**config.mk**
```make
export PLATFORM = sky130hd
export DESIGN_NAME = dual_dac_ctrl
export DESIGN_NICKNAME = d
export VERILOG_FILES = /design/src/rtl/dual_dac_pkg.sv /design/src/rtl/dual_dac_rx.sv /design/src/rtl/dual_dac_decode.sv /design/src/rtl/dual_dac_chan.sv /design/src/rtl/dual_dac_ctrl.sv
export SDC_FILE = /design/constraint.sdc
export NUM_CORES = 1
export LEC_CHECK = 0
export BUFFER_PORTS_ARGS = -buffer_cell sky130_fd_sc_hd__buf_2
export CAP_MARGIN = 20
export CORE_AREA = 2 2 146 148
export CTS_CLUSTER_SIZE = 20
export DETAILED_ROUTE_END_ITERATION = 16
export DIE_AREA = 0 0 148 150
export SYNTH_ARGS = -nofsm -noshare
export SYNTH_HDL_FRONTEND = slang
export SYNTH_SLANG_ARGS = --single-unit
export TNS_END_PERCENT = 30
```
**constraint.sdc**
```tcl
create_clock -name clk -period 4.2 [get_ports clk]
set_input_delay 0.42 -clock clk [delete_from_list [all_inputs] [get_ports clk]]
set_output_delay 0.42 -clock clk [all_outputs]
set_load 0.01 [all_outputs]
```
**src/rtl/dual_dac_pkg.sv**
```systemverilog
package dual_dac_pkg;

    localparam int FRAME_BITS = 24;
    localparam int CODE_W     = 16;
    localparam int NUM_CH     = 2;
    localparam int CNT_W      = $clog2(FRAME_BITS + 2);

    localparam logic [2:0] CMD_LOAD_STAGE = 3'b000;
    localparam logic [2:0] CMD_POWER      = 3'b100;

    localparam logic [2:0] ADDR_CH_A  = 3'b000;
    localparam logic [2:0] ADDR_CH_B  = 3'b001;
    localparam logic [2:0] ADDR_CH_AB = 3'b111;

    typedef enum logic [1:0] {
        PWR_NORMAL   = 2'b00,
        PWR_GND_1K   = 2'b01,
        PWR_GND_100K = 2'b10,
        PWR_FLOAT    = 2'b11
    } pwr_mode_e;

    typedef struct packed {
        logic [1:0]        spare;
        logic [2:0]        cmd;
        logic [2:0]        addr;
        logic [CODE_W-1:0] payload;
    } frame_t;

    typedef struct packed {
        logic amp_en;
        logic gnd_1k;
        logic gnd_100k;
        logic float_out;
    } stage_t;

    typedef struct packed {
        logic [NUM_CH-1:0] stage_wr;
        logic [CODE_W-1:0] code;
        logic [NUM_CH-1:0] pwr_sel;
        pwr_mode_e         pwr_mode;
    } op_t;

    function automatic stage_t stage_of(input pwr_mode_e m);
        stage_t s;
        s = '0;
        unique case (m)
            PWR_NORMAL:   s.amp_en    = 1'b1;
            PWR_GND_1K:   s.gnd_1k    = 1'b1;
            PWR_GND_100K: s.gnd_100k  = 1'b1;
            PWR_FLOAT:    s.float_out = 1'b1;
            default:      s.amp_en    = 1'b1;
        endcase
        return s;
    endfunction

endpackage

```
**src/rtl/dual_dac_rx.sv**
```systemverilog
module dual_dac_rx
    import dual_dac_pkg::*;
#(
    parameter int N_BITS = FRAME_BITS,
    localparam int C_W   = $clog2(N_BITS + 2)
) (
    input  logic              clk,
    input  logic              rst,
    input  logic              sync_n,
    input  logic              sclk,
    input  logic              din,
    output logic              frame_vld,
    output logic [N_BITS-1:0] frame_bits
);

    localparam logic [C_W-1:0] CNT_FULL = C_W'(N_BITS);
    localparam logic [C_W-1:0] CNT_SAT  = {C_W{1'b1}};

    logic              sclk_q;
    logic              sync_q;
    logic [C_W-1:0]    bit_cnt;
    logic [N_BITS-1:0] shreg;
    logic              sclk_fall;
    logic              sync_rise;

    assign sclk_fall = sclk_q & ~sclk;
    assign sync_rise = ~sync_q & sync_n;

    always_ff @(posedge clk) begin
        if (rst) begin
            sclk_q     <= 1'b0;
            sync_q     <= 1'b1;
            bit_cnt    <= '0;
            shreg      <= '0;
            frame_vld  <= 1'b0;
            frame_bits <= '0;
        end else begin
            sclk_q    <= sclk;
            sync_q    <= sync_n;
            frame_vld <= 1'b0;
            if (sync_n) begin
                bit_cnt <= '0;
                if (sync_rise && bit_cnt == CNT_FULL) begin
                    frame_vld  <= 1'b1;
                    frame_bits <= shreg;
                end
            end else if (sclk_fall) begin
                shreg <= {shreg[N_BITS-2:0], din};
                if (bit_cnt != CNT_SAT) begin
                    bit_cnt <= bit_cnt + 1'b1;
                end
            end
        end
    end

endmodule

```
**src/rtl/dual_dac_decode.sv**
```systemverilog
module dual_dac_decode
    import dual_dac_pkg::*;
(
    input  logic   frame_vld,
    input  frame_t frame,
    output op_t    op
);

    logic unused_bits;
    assign unused_bits = ^{frame.spare, frame.payload[CODE_W-1:6], frame.payload[3:2]};

    always_comb begin
        op          = '0;
        op.code     = frame.payload;
        op.pwr_mode = pwr_mode_e'(frame.payload[5:4]);
        if (frame_vld) begin
            if (frame.cmd == CMD_LOAD_STAGE) begin
                unique case (frame.addr)
                    ADDR_CH_A:  op.stage_wr = 2'b01;
                    ADDR_CH_B:  op.stage_wr = 2'b10;
                    ADDR_CH_AB: op.stage_wr = 2'b11;
                    default:    op.stage_wr = 2'b00;
                endcase
            end else if (frame.cmd == CMD_POWER) begin
                op.pwr_sel = frame.payload[NUM_CH-1:0];
            end
        end
    end

endmodule

```
**src/rtl/dual_dac_chan.sv**
```systemverilog
module dual_dac_chan
    import dual_dac_pkg::*;
#(
    parameter int W = CODE_W
) (
    input  logic         clk,
    input  logic         rst,
    input  logic         ldac_n,
    input  logic         stage_wr,
    input  logic [W-1:0] wr_code,
    input  logic         pwr_sel,
    input  pwr_mode_e    pwr_mode,
    output logic [W-1:0] out_code,
    output stage_t       stage
);

    logic [W-1:0] staged_q;
    logic [W-1:0] out_q;
    logic         pending_q;
    pwr_mode_e    mode_q;

    always_ff @(posedge clk) begin
        if (rst) begin
            staged_q  <= '0;
            out_q     <= '0;
            pending_q <= 1'b0;
            mode_q    <= PWR_NORMAL;
        end else begin
            if (stage_wr) begin
                staged_q  <= wr_code;
                pending_q <= 1'b1;
            end else if (!ldac_n && pending_q) begin
                out_q     <= staged_q;
                pending_q <= 1'b0;
            end
            if (pwr_sel) begin
                mode_q <= pwr_mode;
            end
        end
    end

    assign out_code = out_q;
    assign stage    = stage_of(mode_q);

endmodule

```
**src/rtl/dual_dac_ctrl.sv**
```systemverilog
module dual_dac_ctrl
    import dual_dac_pkg::*;
(
    input  logic                     clk,
    input  logic                     rst,
    input  logic                     sync_n,
    input  logic                     sclk,
    input  logic                     din,
    input  logic                     ldac_n,
    output logic [NUM_CH*CODE_W-1:0] dac_word,
    output logic [NUM_CH-1:0]        amp_en,
    output logic [NUM_CH-1:0]        gnd_1k,
    output logic [NUM_CH-1:0]        gnd_100k,
    output logic [NUM_CH-1:0]        out_float
);

    logic                  frame_vld;
    logic [FRAME_BITS-1:0] frame_bits;
    op_t                   op;
    stage_t                stg [NUM_CH];

    dual_dac_rx #(.N_BITS(FRAME_BITS)) u_rx (
        .clk        (clk),
        .rst        (rst),
        .sync_n     (sync_n),
        .sclk       (sclk),
        .din        (din),
        .frame_vld  (frame_vld),
        .frame_bits (frame_bits)
    );

    dual_dac_decode u_dec (
        .frame_vld (frame_vld),
        .frame     (frame_t'(frame_bits)),
        .op        (op)
    );

    for (genvar c = 0; c < NUM_CH; c++) begin : g_ch
        dual_dac_chan #(.W(CODE_W)) u_ch (
            .clk      (clk),
            .rst      (rst),
            .ldac_n   (ldac_n),
            .stage_wr (op.stage_wr[c]),
            .wr_code  (op.code),
            .pwr_sel  (op.pwr_sel[c]),
            .pwr_mode (op.pwr_mode),
            .out_code (dac_word[c*CODE_W +: CODE_W]),
            .stage    (stg[c])
        );
        assign amp_en[c]    = stg[c].amp_en;
        assign gnd_1k[c]    = stg[c].gnd_1k;
        assign gnd_100k[c]  = stg[c].gnd_100k;
        assign out_float[c] = stg[c].float_out;
    end

endmodule

```
==> results <==
- The run finished with clean final reports.
- The critical path's slowest cell is sky130_fd_sc_hd__nor3_4.
- IR analysis of the VDD net gives a maximum drop of 0.235 mV.
- In this run the cell area of the synthesized design comes to 0.00570 mm².
- The tree built by TritonCTS fans out to 122 sinks.
- The count of hold-fix buffers inserted at cts is 0.
- The data required time at the worst endpoint is 4530 ps.
- The clock passes through at most 2 buffers.
- The total wire length after detailed routing is 13400 µm.
- The clock buffer count from CTS is 17.
- The final max-slew violation count came to 0.
- The overall die area is 0.0222 mm².
- The share of total power dissipated in the clock network is 0.526.
- The worst register-to-register path ends at g_ch[1].u_ch.staged_q[5].
- The initialized floorplan defines 53 standard-cell rows.
- The portion of total power attributed to sequential cells is 0.453.
- The clock tree from TritonCTS is yes.
- The core region is 0.0207 mm².
- For this block, the via count after detailed routing is 4706.
- The remaining max-slew budget at the tightest pin is 0.279.
- The count of inserted antenna diode cells is 0.
- The start point of the critical path is u_rx.frame_bits[16].
- The library cells used most frequently in the layout, excluding fill and tap cells, are 122 x sky130_fd_sc_hd__dfxtp_1, 76 x sky130_fd_sc_hd__nand3_1, 53 x sky130_fd_sc_hd__a21oi_1.
- Prior to clock tree synthesis, the placed netlist has a worst setup slack of 1680 ps.
- The initial detailed-routing violation count is 384.
- The post-synthesis net count is 672.
- In the global route stage, overall resource usage came out at 0.125.
- The share of total power dissipated in combinational logic is 0.021.
- For the worst flop-to-flop path, the logic depth is 3.
- The critical path goes through inv_1, nor3_4, mux2i_1.
- The worst register-to-register path begins at u_rx.frame_bits[16].
- The synthesis-to-layout area growth is 16.6%.
- In this run the vertical extent of the chip is 150 µm.
- Setup repair after global routing left no endpoint under its margin.
- STA classifies the critical path startpoint as a flip-flop.
- The static power due to leakage is 2.34 nW.
- The internal power component is 2.02 mW.
- Detailed placement ended at an HPWL of 8530 µm.
- Clock tree synthesis selected as its root buffer the cell sky130_fd_sc_hd__clkbuf_16.
- In this run, distinct cell masters in the synthesized netlist total 38.
- The sequential area share after synthesis is 0.429.
- The layout has 2216 filler cells.
- The data arrival time of the worst path is 2880 ps.
- In the routed layout, each cell is associated on average with a via count of 4.91.
- The count of nets left with antenna violations once routing finished came out at 0.
- The total DRC errors in the routed layout is 0.
- For the pin with the worst max-slew slack, the measured transition is 1080 ps.
- The final-stage net count is 681.
- The H-tree generated during clock tree synthesis spans 4 levels.
- In the final layout, the share of cells above drive strength 1 is 0.129.
- The reg2reg setup slack is 1650 ps.
- The termination of the worst setup path is g_ch[1].u_ch.staged_q[5].
- The via count of the first global-routing pass is 4297.
- At the end of routability-driven placement, the weighted congestion stood at 0.713.
- The min-delay analysis places its worst path in the category in2reg.
- The number of cells on the worst hold path is 3.
- Setup violations remaining at the end of the flow were counted as 0.
- The first TritonRoute pass finished after 6 iterations.
- Clock latency on the worst-skew pair, taken at its later pin, is 410 ps.
- The pin count of the biggest net entering global routing is 113.
- The maximum fanout along the worst path is 23.
- The die boundary width is 148 µm.
- The number of max-cap violations is 0.
- For this design the ratio of total power to cell area is 386 mW/mm².
- The final sum of negative setup slack is 0 ps.
- Leaving out fill and tap cells, the most frequent cell in the layout is sky130_fd_sc_hd__dfxtp_1.
- The post-layout worst setup margin is 1650 ps.
- The number of antenna violations at the first check in global routing is 0.
- Of the total power, the share spent switching nets is 0.210.
- The first global-routing pass estimated 22300 µm of wire.
- The net switching component of the power is 0.538 mW.
- After synthesis, the mean cell area works out to 8.59 µm².
- The starting density of the core is 0.275.
- The final worst clock skew is 6.96 ps.
- The minimum clock period after layout is 2550 ps.
- During placement, the flow inserted port buffers numbering 45.
- The count of endpoints failing hold in the final timing report is 0.
- Global routing finished with a remaining overflow of 0.
- STA classifies the critical path endpoint as a flip-flop.
- The number of setup buffers added after CTS is 0.
- The peak per-stage delay on the critical path is 900 ps.
- After detailed routing, the average wire length per cell comes to 14.0 µm.
- The ratio of final minimum period to clock period is 0.607.
- Timing would allow up to 0.392 GHz.
- The kind of critical path is reg2reg.
- The number of top-level design ports is 46.
- After synthesis the netlist holds a flip-flop and latch count of 122.
- The cell count after synthesis is 663.
- The post-cts sizing count is 0.
- The Yosys step of the flow raised 0 warnings.
- Clock-pin slew was measured on the worst setup and hold paths at 50 ps.
-- worst min-delay path by stage --
| stage | start | to | slack (ps) |
|---|---|---|---|
| 2_1_floorplan | u_rx.shreg[21] | u_rx.shreg[21] | 440 |
| 3_3_place_gp | u_rx.shreg[21] | u_rx.shreg[21] | 450 |
| 3_5_place_dp | u_rx.shreg[21] | u_rx.shreg[21] | 460 |
| 4_1_cts | din | u_rx.shreg[0] | 250 |
| 5_1_grt | din | u_rx.shreg[0] | 250 |
| 6_report | din | u_rx.shreg[0] | 270 |
-- Yosys cell counts, drive strengths merged --
cell,n,share of area
nor3,3,0.0055
nand2,51,0.034
clkbuf,55,0.036
nor2b,38,0.042
o21ai,44,0.039
nor4b,1,0.0026
nor3b,2,0.0026
inv,5,0.0033
dfxtp,122,0.43
mux2i,32,0.056
nand2b,51,0.056
nand4b,1,0.0015
or3b,2,0.0031
a32oi,1,0.0015
ha,3,0.0066
and4b,1,0.0018
xor2,1,0.0015
nor2,4,0.0026
and3,2,0.0022
nand4,16,0.018
a22oi,32,0.042
xnor2,2,0.0031
or3,2,0.0022
or2,1,0.0011
a21oi,53,0.047
buf,8,0.0077
or4bb,1,0.0020
o211ai,16,0.021
nor4bb,34,0.060
and2,2,0.0022
or4b,1,0.0018
nand3,76,0.067
-- power by group through the flow --
stage	Combinational (mW)	Sequential, mW	Clock (mW)
6_report	0.0545	1.16	1.35
5_1_grt	0.0604	1.16	1.43
4_1_cts	0.0556	1.16	1.38
3_5_place_dp	0.0557	1.19	0
3_3_place_gp	0.0550	1.19	0
2_1_floorplan	0.0412	1.18	0
-- flip-flops by register name (all words and copies together), names as in the netlist --
register / flops
u_rx.bit_cnt: 5
g_ch.u_ch.out_code: 32
u_rx.frame_vld: 1
g_ch.u_ch.staged_q: 32
u_rx.sclk_q: 1
u_rx.frame_bits: 22
u_rx.sync_q: 1
u_rx.shreg: 22
g_ch.u_ch.mode_q: 4
g_ch.u_ch.pending_q: 2
-- cell type report --
cell class                 instances  area (µm²)  share of cell area
inverter                           5        18.8             0.00282
clock buffer                      23         478              0.0719
multi-input combinational        473        3000               0.452
tap                              275         344              0.0518
clock inverter                     8        70.1              0.0105
sequential                       122        2440               0.368
timing repair buffer              53         288              0.0433
-- cell families (layout without fill, tap and decap cells) --
| kind of cell | after synthesis | in the layout | synth area share |
|---|---|---|---|
| buffers and inverters | 68 | 89 | 0.0472 |
| AOI/OAI and AO/OA | 146 | 146 | 0.150 |
| DFF | 122 | 122 | 0.429 |
| and+or+nand+nor | 289 | 289 | 0.307 |
| muxes | 32 | 32 | 0.0562 |
| xor gates and xnor gates | 3 | 3 | 0.00461 |
| adders and majority gates | 3 | 3 | 0.00659 |
-- per-layer routing --
layer  global-route usage  vias to the layer above  part of all wire
li1                     -                     2402                 -
met1                0.173                     2186              0.50
met2                0.183                      106              0.44
met3               0.0396                       12             0.044
met4               0.0438                        0             0.015
met5                    0                        -                 0
-- critical path: cells and delay by family (launching register included) --
kind | cells | cell delay (ps)
mux | 1 | 280
buf+inv | 1 | 450
simple gates | 1 | 900
flops | 1 | 830
-- per-stage QoR --
stage | hold slack [ps] | instance area, µm² | util | cells | total power [mW]
final | 267 | 6640 | 0.321 | 959 | 2.56
after CTS | 252 | 6640 | 0.321 | 958 | 2.60
after global routing | 250 | 6640 | 0.321 | 959 | 2.65
after floorplan | 437 | 5700 | - | 663 | 1.23
after detailed placement | 456 | 6090 | 0.294 | 927 | 1.24
after global placement | 446 | 6090 | 0.294 | 927 | 1.24
(Power assumes the default switching activity.)
